**src/rtl/psf_pkg.sv**
```systemverilog
package psf_pkg;
  localparam int NUM_TYPES = 5;
  localparam int TY_BRANCH = 0;
  localparam int TY_LOAD   = 1;
  localparam int TY_STORE  = 2;
  localparam int TY_FP     = 3;
  localparam int TY_SIMD   = 4;

  localparam int CFG_W      = 32;
  localparam int BIT_LAT    = 0;
  localparam int BIT_TYPE   = 1;
  localparam int BIT_EVT    = 2;
  localparam int BIT_INV    = 3;
  localparam int BIT_SRC    = 4;
  localparam int VAL_LSB    = 8;
  localparam int MASK_LSB   = 16;
  localparam logic [CFG_W-1:0] CFG_WRITABLE = 32'h001F_1F1F;

  typedef struct packed {
    logic                 smpStrobe;
    logic                 latEn;
    logic                 typeEn;
    logic                 evtEn;
    logic                 invEn;
    logic                 srcEn;
    logic [NUM_TYPES-1:0] typeVal;
    logic [NUM_TYPES-1:0] typeMask;
  } psf_ctrl_t;
endpackage

```
**src/rtl/psf_ctrl.sv**
```systemverilog
module psf_ctrl
  import psf_pkg::*;
(
  input  logic             clk,
  input  logic             rstN,
  input  logic             cfgWrEn,
  input  logic [CFG_W-1:0] cfgWrData,
  input  logic             smpValid,
  output logic [CFG_W-1:0] cfgRdData,
  output psf_ctrl_t        ctrl
);
  logic [CFG_W-1:0] cfgReg;

  always_ff @(posedge clk) begin
    if (!rstN)        cfgReg <= '0;
    else if (cfgWrEn) cfgReg <= cfgWrData & CFG_WRITABLE;
  end

  assign cfgRdData = cfgReg;

  always_comb begin
    ctrl.smpStrobe = smpValid;
    ctrl.latEn     = cfgReg[BIT_LAT];
    ctrl.typeEn    = cfgReg[BIT_TYPE];
    ctrl.evtEn     = cfgReg[BIT_EVT];
    ctrl.invEn     = cfgReg[BIT_INV];
    ctrl.srcEn     = cfgReg[BIT_SRC];
    ctrl.typeVal   = cfgReg[VAL_LSB +: NUM_TYPES];
    ctrl.typeMask  = cfgReg[MASK_LSB +: NUM_TYPES];
  end

  // reserved bits never appear on readback
  p_reserved_zero_r11: assert property (@(posedge clk) disable iff (!rstN)
    (cfgRdData & ~CFG_WRITABLE) == '0);

  // a write lands the masked data one cycle later
  p_write_lands_r11: assert property (@(posedge clk) disable iff (!rstN)
    cfgWrEn |=> cfgRdData == ($past(cfgWrData) & CFG_WRITABLE));
endmodule

```
**src/rtl/psf_datapath.sv**
```systemverilog
module psf_datapath
  import psf_pkg::*;
#(
  parameter int LAT_W = 12,
  parameter int EVT_W = 8,
  parameter int SRC_W = 4,
  localparam int SRC_N = 1 << SRC_W
) (
  input  logic                 clk,
  input  logic                 rstN,
  input  psf_ctrl_t            ctrl,
  input  logic [LAT_W-1:0]     minLatency,
  input  logic [EVT_W-1:0]     evtSelect,
  input  logic [EVT_W-1:0]     invEvtSelect,
  input  logic [SRC_N-1:0]     srcSelect,
  input  logic [NUM_TYPES-1:0] smpType,
  input  logic [EVT_W-1:0]     smpEvents,
  input  logic [LAT_W-1:0]     smpLatency,
  input  logic                 smpHasSrc,
  input  logic [SRC_W-1:0]     smpSrc,
  output logic                 outValid,
  output logic                 outRecord
);
  logic [NUM_TYPES-1:0] orMembers;
  logic [NUM_TYPES-1:0] exactOk;
  logic latPass, orPass, typePass, evtPass, invPass, srcPass, keep;

  assign orMembers = ctrl.typeVal & ~ctrl.typeMask;

  for (genvar i = 0; i < NUM_TYPES; i++) begin : g_exact
    assign exactOk[i] = !ctrl.typeMask[i] || (smpType[i] == ctrl.typeVal[i]);
  end

  always_comb begin
    latPass  = !ctrl.latEn || (minLatency == '0) || (smpLatency >= minLatency);
    orPass   = (orMembers == '0) || ((orMembers & smpType) != '0);
    typePass = !ctrl.typeEn || (orPass && (&exactOk));
    evtPass  = !ctrl.evtEn || ((smpEvents & evtSelect) == evtSelect);
    invPass  = !ctrl.invEn || ((smpEvents & invEvtSelect) == '0);
    srcPass  = !ctrl.srcEn || !smpType[TY_LOAD] || !smpHasSrc || srcSelect[smpSrc];
    keep     = latPass && typePass && evtPass && invPass && srcPass;
  end

  always_ff @(posedge clk) begin
    if (!rstN) begin
      outValid  <= 1'b0;
      outRecord <= 1'b0;
    end else begin
      outValid  <= ctrl.smpStrobe;
      outRecord <= ctrl.smpStrobe && keep;
    end
  end

  // verdict follows the sample by one cycle
  p_valid_follows_r1: assert property (@(posedge clk) disable iff (!rstN)
    ctrl.smpStrobe |=> outValid);
  p_idle_follows_r1: assert property (@(posedge clk) disable iff (!rstN)
    !ctrl.smpStrobe |=> !outValid);
  p_record_needs_valid_r1: assert property (@(posedge clk) disable iff (!rstN)
    outRecord |-> outValid);
  // with no filter enabled, every sample is kept
  p_no_filter_keeps_r2: assert property (@(posedge clk) disable iff (!rstN)
    (ctrl.smpStrobe && !ctrl.latEn && !ctrl.typeEn && !ctrl.evtEn && !ctrl.invEn && !ctrl.srcEn)
    |=> outRecord);
  // short samples are discarded
  p_short_dropped_r3: assert property (@(posedge clk) disable iff (!rstN)
    (ctrl.smpStrobe && ctrl.latEn && smpLatency < minLatency) |=> !outRecord);
  // forbidden events discard
  p_forbidden_dropped_r9: assert property (@(posedge clk) disable iff (!rstN)
    (ctrl.smpStrobe && ctrl.invEn && (smpEvents & invEvtSelect) != '0) |=> !outRecord);
  // non-load samples never fail the source filter
  p_nonload_src_r10: assert property (@(posedge clk) disable iff (!rstN)
    (ctrl.smpStrobe && !ctrl.latEn && !ctrl.typeEn && !ctrl.evtEn && !ctrl.invEn
     && !smpType[TY_LOAD]) |=> outRecord);
endmodule

```
**src/rtl/prof_sample_filter.sv**
```systemverilog
module prof_sample_filter
  import psf_pkg::*;
#(
  parameter int LAT_W = 12,
  parameter int EVT_W = 8,
  parameter int SRC_W = 4
) (
  input  logic                   clk,
  input  logic                   rstN,
  input  logic                   cfgWrEn,
  input  logic [31:0]            cfgWrData,
  output logic [31:0]            cfgRdData,
  input  logic [LAT_W-1:0]       minLatency,
  input  logic [EVT_W-1:0]       evtSelect,
  input  logic [EVT_W-1:0]       invEvtSelect,
  input  logic [(1<<SRC_W)-1:0]  srcSelect,
  input  logic                   smpValid,
  input  logic [4:0]             smpType,
  input  logic [EVT_W-1:0]       smpEvents,
  input  logic [LAT_W-1:0]       smpLatency,
  input  logic                   smpHasSrc,
  input  logic [SRC_W-1:0]       smpSrc,
  output logic                   outValid,
  output logic                   outRecord
);
  psf_ctrl_t ctrl;

  psf_ctrl u_ctrl (
    .clk(clk), .rstN(rstN), .cfgWrEn(cfgWrEn), .cfgWrData(cfgWrData),
    .smpValid(smpValid), .cfgRdData(cfgRdData), .ctrl(ctrl)
  );

  psf_datapath #(.LAT_W(LAT_W), .EVT_W(EVT_W), .SRC_W(SRC_W)) u_dp (
    .clk(clk), .rstN(rstN), .ctrl(ctrl),
    .minLatency(minLatency), .evtSelect(evtSelect), .invEvtSelect(invEvtSelect),
    .srcSelect(srcSelect), .smpType(smpType), .smpEvents(smpEvents),
    .smpLatency(smpLatency), .smpHasSrc(smpHasSrc), .smpSrc(smpSrc),
    .outValid(outValid), .outRecord(outRecord)
  );
endmodule

```
**config.mk**
```make
export PLATFORM = sky130hd
export DESIGN_NAME = prof_sample_filter
export DESIGN_NICKNAME = d
export VERILOG_FILES = /design/src/rtl/psf_pkg.sv /design/src/rtl/psf_ctrl.sv /design/src/rtl/psf_datapath.sv /design/src/rtl/prof_sample_filter.sv
export SDC_FILE = /design/constraint.sdc
export NUM_CORES = 1
export LEC_CHECK = 0
export ABC_CLOCK_PERIOD_IN_PS = 1950
export BUFFER_PORTS_ARGS = -buffer_cell sky130_fd_sc_hd__buf_2
export CAP_MARGIN = 20
export CORE_MARGIN = 2
export CORE_UTILIZATION = 36
export CTS_BUF_LIST = sky130_fd_sc_hd__clkbuf_16
export CTS_CLUSTER_SIZE = 12
export DETAILED_ROUTE_END_ITERATION = 16
export PLACE_DENSITY = 0.89
export SLEW_MARGIN = 20
export SYNTH_ARGS = -nofsm -noshare
export SYNTH_HDL_FRONTEND = slang
export SYNTH_SLANG_ARGS = --single-unit
```
**constraint.sdc**
```tcl
create_clock -name clk -period 1.95 [get_ports clk]
set_input_delay 0.0975 -clock clk [delete_from_list [all_inputs] [get_ports clk]]
set_output_delay 0.0975 -clock clk [all_outputs]
set_load 0.005 [all_outputs]
```
=== After elaboration in Yosys (flattened, before gate mapping) ===
Index checks and enable logic that the tools add are counted.

* Register bits: 17
* Output and inout bits: 34

* $lt $le $gt $ge: 2
* Equality and inequality tests: 6
* Mux-type cells: 2
* Bitwise logic cells: 5
* Reductions and logical operators: 37

{| class="wikitable"
|+ Operators with widths
! cell !! count
|-
| AND 8 bit || 2
|-
| logical OR 1 bit || 14
|-
| greater-or-equal comparator 12 bit || 1
|-
| logical NOT 1 bit || 12
|-
| logical NOT 12 bit || 1
|-
| AND 5 bit || 2
|-
| equality test 8 bit || 1
|-
| logical NOT 8 bit || 1
|-
| logical AND 1 bit || 6
|-
| equality test 1 bit || 5
|-
| logical NOT 5 bit || 1
|-
| < comparator 4 x 5 -> 1 bit, second input constant || 1
|-
| NOT 5 bit || 1
|-
| AND reduction 5 bit || 1
|-
| nonzero test 5 bit || 1
|-
| binary-select mux 1 bit (select 4 bit) || 1
|-
| 2-to-1 mux 1 bit || 1
|}

=== Logic depth before layout (Yosys ltp) ===
Gate-level depths: netlist of run 1.

* Depth in word-level cells: 12
* Mapped depth: 8
* Gate-level depth less buffers: 8

=== Modules after synthesis ===
A second synthesis of run 1 with hierarchy kept.

* Cell total of the unflattened synthesis: 179
* Area total of the unflattened synthesis: 1591.5 µm²

{| class="wikitable"
|+ Modules (own cells, without submodules)
! module !! times used !! cells each !! area each (µm²) !! seq. area each (µm²)
|-
| psf_ctrl || 1 || 82 || 830.8 || 300.3
|-
| psf_datapath || 1 || 97 || 760.7 || 40.0
|}

=== Worst setup path before layout of run 1 ===
No wires, ideal clock.

* Path kind: input port to flip-flop
* Start: input port smpLatency[0]
* End: register u_dp.outRecord
* Library setup time: 116 ps
* Arrival time: 1353 ps
* Path slack: 481 ps
* Stages: 8
* Buffers on the path: 0
* Cells stage by stage: inv_1 > ha_1 > nand2b_1 > a21o_1 > a2111oi_2 > o31a_1 > o21ai_0 > and3_1

* Longest elaborated chain between the ends: 7

{| class="wikitable"
|+ RTL lines
! what !! line !! source
|-
| from (decl) || prof_sample_filter.sv:20 || <nowiki>input logic [LAT_W-1:0] smpLatency,</nowiki>
|-
| greater-or-equal comparator 12 bit || psf_datapath.sv:35 || <nowiki>latPass = !ctrl.latEn || (minLatency == '0) || (smpLatency >= minLatency);</nowiki>
|-
| logical OR 1 bit || psf_datapath.sv:35 ||
|-
| logical AND 1 bit (4 in a row) || psf_datapath.sv:41 || <nowiki>keep = latPass && typePass && evtPass && invPass && srcPass;</nowiki>
|-
| logical AND 1 bit || psf_datapath.sv:50 || <nowiki>outRecord <= ctrl.smpStrobe && keep;</nowiki>
|-
| to (signal assigned) || psf_datapath.sv:50 ||
|-
| to (decl) || psf_datapath.sv:22 || <nowiki>output logic outRecord</nowiki>
|}

Every way passes these cells.
A chain may end at the register's enable or synchronous reset.

=== Worst setup path after layout of run 1 ===
* Start: register u_ctrl.cfgReg[8], in the netlist u_ctrl.cfgRdData[8]
* End: register u_dp.outRecord

* Longest elaborated chain between the ends: 11

{| class="wikitable"
|+ RTL lines
! what !! line !! source
|-
| from (decl) || psf_ctrl.sv:12 || <nowiki>logic [CFG_W-1:0] cfgReg;</nowiki>
|-
| from (signal assigned) || psf_ctrl.sv:16 || <nowiki>else if (cfgWrEn) cfgReg <= cfgWrData & CFG_WRITABLE;</nowiki>
|-
| AND 5 bit || psf_datapath.sv:28 || <nowiki>assign orMembers = ctrl.typeVal & ~ctrl.typeMask;</nowiki>
|-
| AND 5 bit || psf_datapath.sv:36 || <nowiki>orPass = (orMembers == '0) || ((orMembers & smpType) != '0);</nowiki>
|-
| nonzero test 5 bit || psf_datapath.sv:36 ||
|-
| logical OR 1 bit || psf_datapath.sv:36 ||
|-
| logical AND 1 bit * || psf_datapath.sv:37 || <nowiki>typePass = !ctrl.typeEn || (orPass && (&exactOk));</nowiki>
|-
| logical OR 1 bit * || psf_datapath.sv:37 ||
|-
| logical AND 1 bit * (4 in a row) || psf_datapath.sv:41 ||
|-
| logical AND 1 bit * || psf_datapath.sv:50 ||
|}

Every way passes the cells marked *; elsewhere a longest branch is shown, timed or not.

==> results.cfg, run 1 <==
[outcome]
outcome = complete, no violations

[power_and_ir_drop]
power.share.clock_pct = 37.1
p_sw_share_pct = 25.59
ir_drop_v = 0.0004469
cellPowerDensity_mw_per_mm2 = 530.1
p_seq_share_pct = 35.5
p_leak_uw = 0.001181
p_int_uw = 811.3
switchingPower_uw = 279.1
pwr-share-comb_pct = 27.5

[sta]
slew_viol_final = 0
rsz0062_at_grt = no
period_minus_slack_ns = 1.481
finalSetupViolCount = 0
clock.fmax_mhz = 675.1
fin_skew_ns = 0.004480
finalCritPeriodShare_pct = 75.97
setup_tns_ns = 0
holdWs_ns = 0.09720
hold_viol = 0

[place]
io_buffers = 109
gp_congestion = 0.8146
place_hpwl_um = 3347

[finish]
regArea_um2 = 340.3
multi_input_area_um2 = 949.7
area_growth_pct = 41.85
final_cell_mix = 109 x buf_2, 21 x inv_1, 19 x nor2b_1
fill_cells = 399
layout-drive-gt1-share_pct = 42.28
antenna_cells = 0
final_common_cell = buf_2
layout.nets = 395

[die]
fp.dieArea_mm2 = 0.004552
start_util_pct = 36.78
rows = 23
fp.coreArea_mm2 = 0.003943
die_width_um = 67.47
io_pins = 144
fp.dieH_um = 67.47

[synthesis]
yosysUniqueCellTypes = 35
synth.largest_area_cell = dfxtp_1
muxShareOfSynthArea_pct = 17.34
synth_top_area_share_pct = 23.47
synth_top_family_by_area = multiplexers
synth_simple_gate_area_share_pct = 15.96
synth_cells = 163
syn_area_mm2 = 0.001450
synth_area_leaders = dfxtp_1 23%, ha_1 10%, mux2i_1 10%, buf_4 8.8%, nor2b_1 8.2%
yosysWarnings = 0
synth.ff_latch_count = 17
synth_xor_area_share_pct = 3.020
synth_compound_area_share_pct = 14.41
synthAdderAreaFrac_pct = 10.35
postSynthAreaPerCell_um2 = 8.897
yosysSeqAreaShare_pct = 23.47

[worst_setup_path]
cp_num_buf_inv = 0
worstPathCellList = nor2b_1, a222oi_1, o211ai_1, a21oi_1, o21ai_0, and3_1
worstPathMaxFanout = 4
cp_slowest_cell = a222oi_1
worst_setup_path_end_kind = flip-flop
crit_family = compound AO/OA/AOI/OAI gates
start_kind = flip-flop
cp.arrival_ns = 1.62
cp_data_required_time_ns = 2.09
timing_worst_setup_path_type = reg2reg
cpPeakStageDelay_ns = 0.35

[detailed_routing]
drcViolationCount = 0
ant_nets = 0
routedWlPerCell_um = 11.88
drt_wl_total_um = 3824
viasPerCell = 4.739
initialDrtViolationCount = 33
dr.pass1.iters = 4
vias = 1526

[clock_tree]
clk_path_buf_depth = 2
clock_latency_ns = 0.25
root_buffer = clkbuf_16
cts_hold_buffers = 0
htree_num_levels = 1
clk_pin_slew_ns = 0.05
clock-sinks = 17
cts_resized = 0
cts_tree = yes
cts_buffers = 3
post_cts_buffers = 0

[grt]
grt_pass1_vias = 1380
grt_pass1_wl_um = 5651
grt_max_degree = 17
antenna_found_initial = 0
grt_use_total_pct = 16.54
gr-total-overflow = 0

[flow_run]
drv_cap = 0

[min_path]
min_path_type = in2reg
==> stage by stage <==
stage                     total power [µW]  setup WS (ns)  area [µm²]  util [%]  std cells
final                                 1090         0.4687        2057     52.17        322
after global routing                  1163         0.3421        2057     52.17        322
after CTS                             1107         0.4385        2057     52.17        322
after detailed placement             694.4         0.1786        1977     50.14        318
after global placement               680.8         0.2969        1977     50.14        318
after floorplan                      566.3         0.4812        1510         -        179
==> power groups by stage <==
| stage | clock network [µW] | registers, µW | logic [µW] |
|---|---|---|---|
| after floorplan | 0 | 394 | 173 |
| after global placement | 0 | 393 | 288 |
| after detailed placement | 0 | 394 | 301 |
| after CTS | 418 | 387 | 302 |
| after global routing | 433 | 389 | 340 |
| final | 404 | 387 | 299 |
==> final cells by class <==
type | count | share of cell area, %
multi-input cells | 121 | 46.17
repair buffers | 109 | 26.52
flip-flops and latches | 17 | 16.55
inverters | 21 | 3.832
clock buffers | 3 | 3.650
well taps | 50 | 3.041
clock inverters | 1 | 0.2433
==> registers in the layout (all words and copies together) (netlist names) <==
name	cells
u_ctrl.cfgRdData	15
u_dp.outValid	1
u_dp.outRecord	1
==> metal layers <==
layer  GRT usage, %  up-vias  part of all wire, %
li1               -      768                    -
met1          16.26      664                   37
met2          33.70       88                   53
met3          3.333        6                  8.7
met4          5.102        0                  1.5
met5              0        -                    0
==> synth_stat cells <==
cell and count:
o2111ai_1 2, buf_2 2, nor3_1 1, buf_4 17, o211ai_1 1, inv_1 21, clkbuf_1 1, and3_1 1
a21oi_1 2, conb_1 1, mux4_2 1, o21ai_0 2, mux2i_1 15, o41ai_1 1, nand2b_1 2, o22ai_1 4
nand3_1 2, nor2b_1 19, nor2_1 2, nand2_1 5, a31oi_1 3, a22oi_1 5, xor2_1 5, a2111oi_2 1
and2_1 1, dfxtp_1 17, a21o_1 3, a211oi_1 1, o31a_1 1, ha_1 12, mux4_1 3, a222oi_1 2
nor4_1 4, nand4_1 1, nand3b_1 2
==> kinds of logic (layout without fill, tap and decap cells) <==
group | count (synthesis) | after routing
compound gates | 28 | 28
xor+xnor | 5 | 5
fa+ha+maj | 12 | 12
buf+inv | 41 | 134
flops | 17 | 17
mux | 19 | 19
other cells | 1 | 17
simple gates | 40 | 40
==> worst paths after layout <==
kind / end / startpoint / slack (ns) / cells after the start
worst min register to register: u_ctrl.cfgRdData[2] / u_ctrl.cfgRdData[2] / 0.53 / 2
worst min-delay path: u_dp.outValid / smpValid / 0.1 / 2
worst max register to register: u_dp.outRecord / u_ctrl.cfgRdData[8] / 0.47 / 6
worst max-delay path: u_dp.outRecord / u_ctrl.cfgRdData[8] / 0.47 / 6
Power figures use the tool's default switching activity.
==> run 2, diff against run 1 <==
ABC_AREA = 1   (was not set)
ABC_CLOCK_PERIOD_IN_PS = 1200   (was 1950)
CORE_UTILIZATION = 34   (was 36)
PLACE_DENSITY = 0.86   (was 0.89)
clock period = 1.2 ns   (was 1.95 ns; I/O delays follow)
==> results.cfg, run 2 <==
[outcome]
outcome = complete, no violations

[synthesis]
yosysWarnings = 0
synth_cells = 270
synth.largest_area_cell = dfxtp_1
synth.ff_latch_count = 17
yosysUniqueCellTypes = 22
yosysSeqAreaShare_pct = 21.67
synth.most_common_cell = nand2_1
synth_edf_count = 0
syn_area_mm2 = 0.001570
synthFlopType = dfxtp_1
synth_top_area_share_pct = 21.67
synth_common_cells = 59 x nand2_1, 47 x inv_1, 40 x nor2_1
postSynthAreaPerCell_um2 = 5.816
async_flop_share_pct = 0
synth_area_leaders = dfxtp_1 22%, nand2_1 14%, inv_1 11%, ha_1 9.6%, nor2_1 9.6%

[worst_setup_path]
cp_data_required_time_ns = 1.39
worst_setup_path_end_kind = flip-flop
start_kind = flip-flop
cp.arrival_ns = 1.27
timing_worst_setup_path_type = reg2reg
rrSetupSlack_ns = 0.12
worstPathMaxFanout = 5

[finish]
antenna_cells = 0
final_cell_mix = 109 x buf_2, 58 x nand2_1, 48 x inv_1
layout.nets = 504
utilization_pct = 49.97
fin_area_mm2 = 0.002206
layout-drive-gt1-share_pct = 31.76
largest_reg_flops = 15
final_cells = 433
final_common_cell = buf_2
area_growth_pct = 40.48

[clock_tree]
cts_tree = yes
htree_num_levels = 1
clock_latency_ns = 0.25
clock-sinks = 17
cts_buffers = 3
clk_pin_slew_ns = 0.05
post_cts_buffers = 0
clk_path_buf_depth = 2
root_buffer = clkbuf_16

[sta]
fin_skew_ns = 0.0005495
rsz0062_at_grt = yes
clock.fmax_mhz = 927.5
period_minus_slack_ns = 1.078
holdWs_ns = 0.02434
finalSetupViolCount = 0
hold_viol = 0
finalCritPeriodShare_pct = 89.85
slew_viol_final = 0

[place]
placed_area_mm2 = 0.002113
dp_cells = 429
place_hpwl_um = 3663
gp_congestion = 0.8493
io_buffers = 109

[power_and_ir_drop]
pwr-share-comb_pct = 29.4
p_leak_uw = 0.001338
p_sw_share_pct = 28.34
cellPowerDensity_mw_per_mm2 = 828.3
ir_drop_v = 0.0009347
switchingPower_uw = 517.9
p_seq_share_pct = 34.7
p_int_uw = 1309
power.share.clock_pct = 35.9

[die]
fp.dieArea_mm2 = 0.005178
rows = 24
fp.dieH_um = 71.96
die_width_um = 71.96
start_util_pct = 35.57
io_pins = 144
fp.coreArea_mm2 = 0.004414

[grt]
grt_max_degree = 15
grt_pass1_vias = 1776
grt_busiest_layer = met2
grt_use_total_pct = 16.28
grt_pass1_wl_um = 6934
gr-total-overflow = 0
grt_util_met1_pct = 17.51
met2_usage_pct = 30.56
antenna_found_initial = 0
grt_util_met3_pct = 4.583

[detailed_routing]
routedWlPerCell_um = 9.626
drcViolationCount = 0
viasPerCell = 4.478
ant_nets = 0
initialDrtViolationCount = 68
drt_wl_total_um = 4168
dr.pass1.iters = 4
vias = 1939

[min_path]
min_path_type = in2reg

[flow_run]
drv_cap = 0
run 2: cell count changes after synthesis, moves of 14 or more:
cell | previous run | this run
nor2_1 | 2 | 40
nand2_1 | 5 | 59
mux2i_1 | 15 | 0
inv_1 | 21 | 47
o21ai_0 | 2 | 27
nand3_1 | 2 | 16
a21oi_1 | 2 | 19
nor2b_1 | 19 | 0
run 2: kinds of logic (layout without fill, tap and decap cells):
group	after synthesis	count (layout)	share of synthesized area, %
fa+ha+maj	12	12	9.561
flops	17	17	21.67
other cells	1	17	0.2388
buf+inv	69	164	21.04
simple gates	120	120	30.84
compound gates	51	51	16.65
run 2: final cells by class:
class | instances | area, µm²
Timing Repair Buffer | 112 | 568.0
Clock inverter | 1 | 3.754
Clock buffer | 3 | 75.07
Fill cell | 464 | 2208
Multi-Input combinational cell | 200 | 967.2
Tap cell | 52 | 65.06
Sequential cell | 17 | 346.6
Inverter | 48 | 180.2
run 2: worst paths after layout:
check | startpoint | endpoint | cells after the start
setup / recovery | u_ctrl.cfgRdData[8] | u_dp.outRecord | 8
hold / removal | smpValid | u_dp.outValid | 3
setup reg to reg | u_ctrl.cfgRdData[8] | u_dp.outRecord | 8
hold reg to reg | u_ctrl.cfgRdData[0] | u_ctrl.cfgRdData[0] | 2
run 2: per-stage QoR:
stage | TNS [ns] | setup WS (ns) | total power, µW
4_1_cts | 0 | 0.05672 | 1845
3_5_place_dp | -0.04235 | -0.04235 | 1182
3_3_place_gp | 0 | 0.01618 | 1164
2_1_floorplan | 0 | 0.1823 | 961.2
5_1_grt | -0.005701 | -0.005701 | 1958
6_report | 0 | 0.1218 | 1827
run 2: power by group through the flow:
stage          combinational, µW  clock [µW]  sequential (µW)
3_3_place_gp                 521           0              644
5_1_grt                      631         687              640
4_1_cts                      540         672              633
2_1_floorplan                314           0              647
6_report                     537         655              635
3_5_place_dp                 537           0              645
run 2: repair_timing:
action,CTS,global route
resized for setup,0,6
setup endpoints to repair,0,1
hold buffers,0,0
run 2: critical path, stage by stage, from the launching register on:
cell     delay [ns]
dfxtp_4        0.35
or2_0          0.19
nand2_1        0.06
o21ai_1        0.06
nor2_1         0.08
nand2_1        0.06
nand2_2        0.06
nand3_2        0.07
nor2_1         0.09
run 2: layer usage:
metal / wire, µm / part of all wire, % / vias up
li1: - / - / 1034
met1: 1708 / 41 / 807
met2: 1990 / 48 / 90
met3: 375 / 9.0 / 8
met4: 93 / 2.2 / 0
met5: 0 / 0 / -
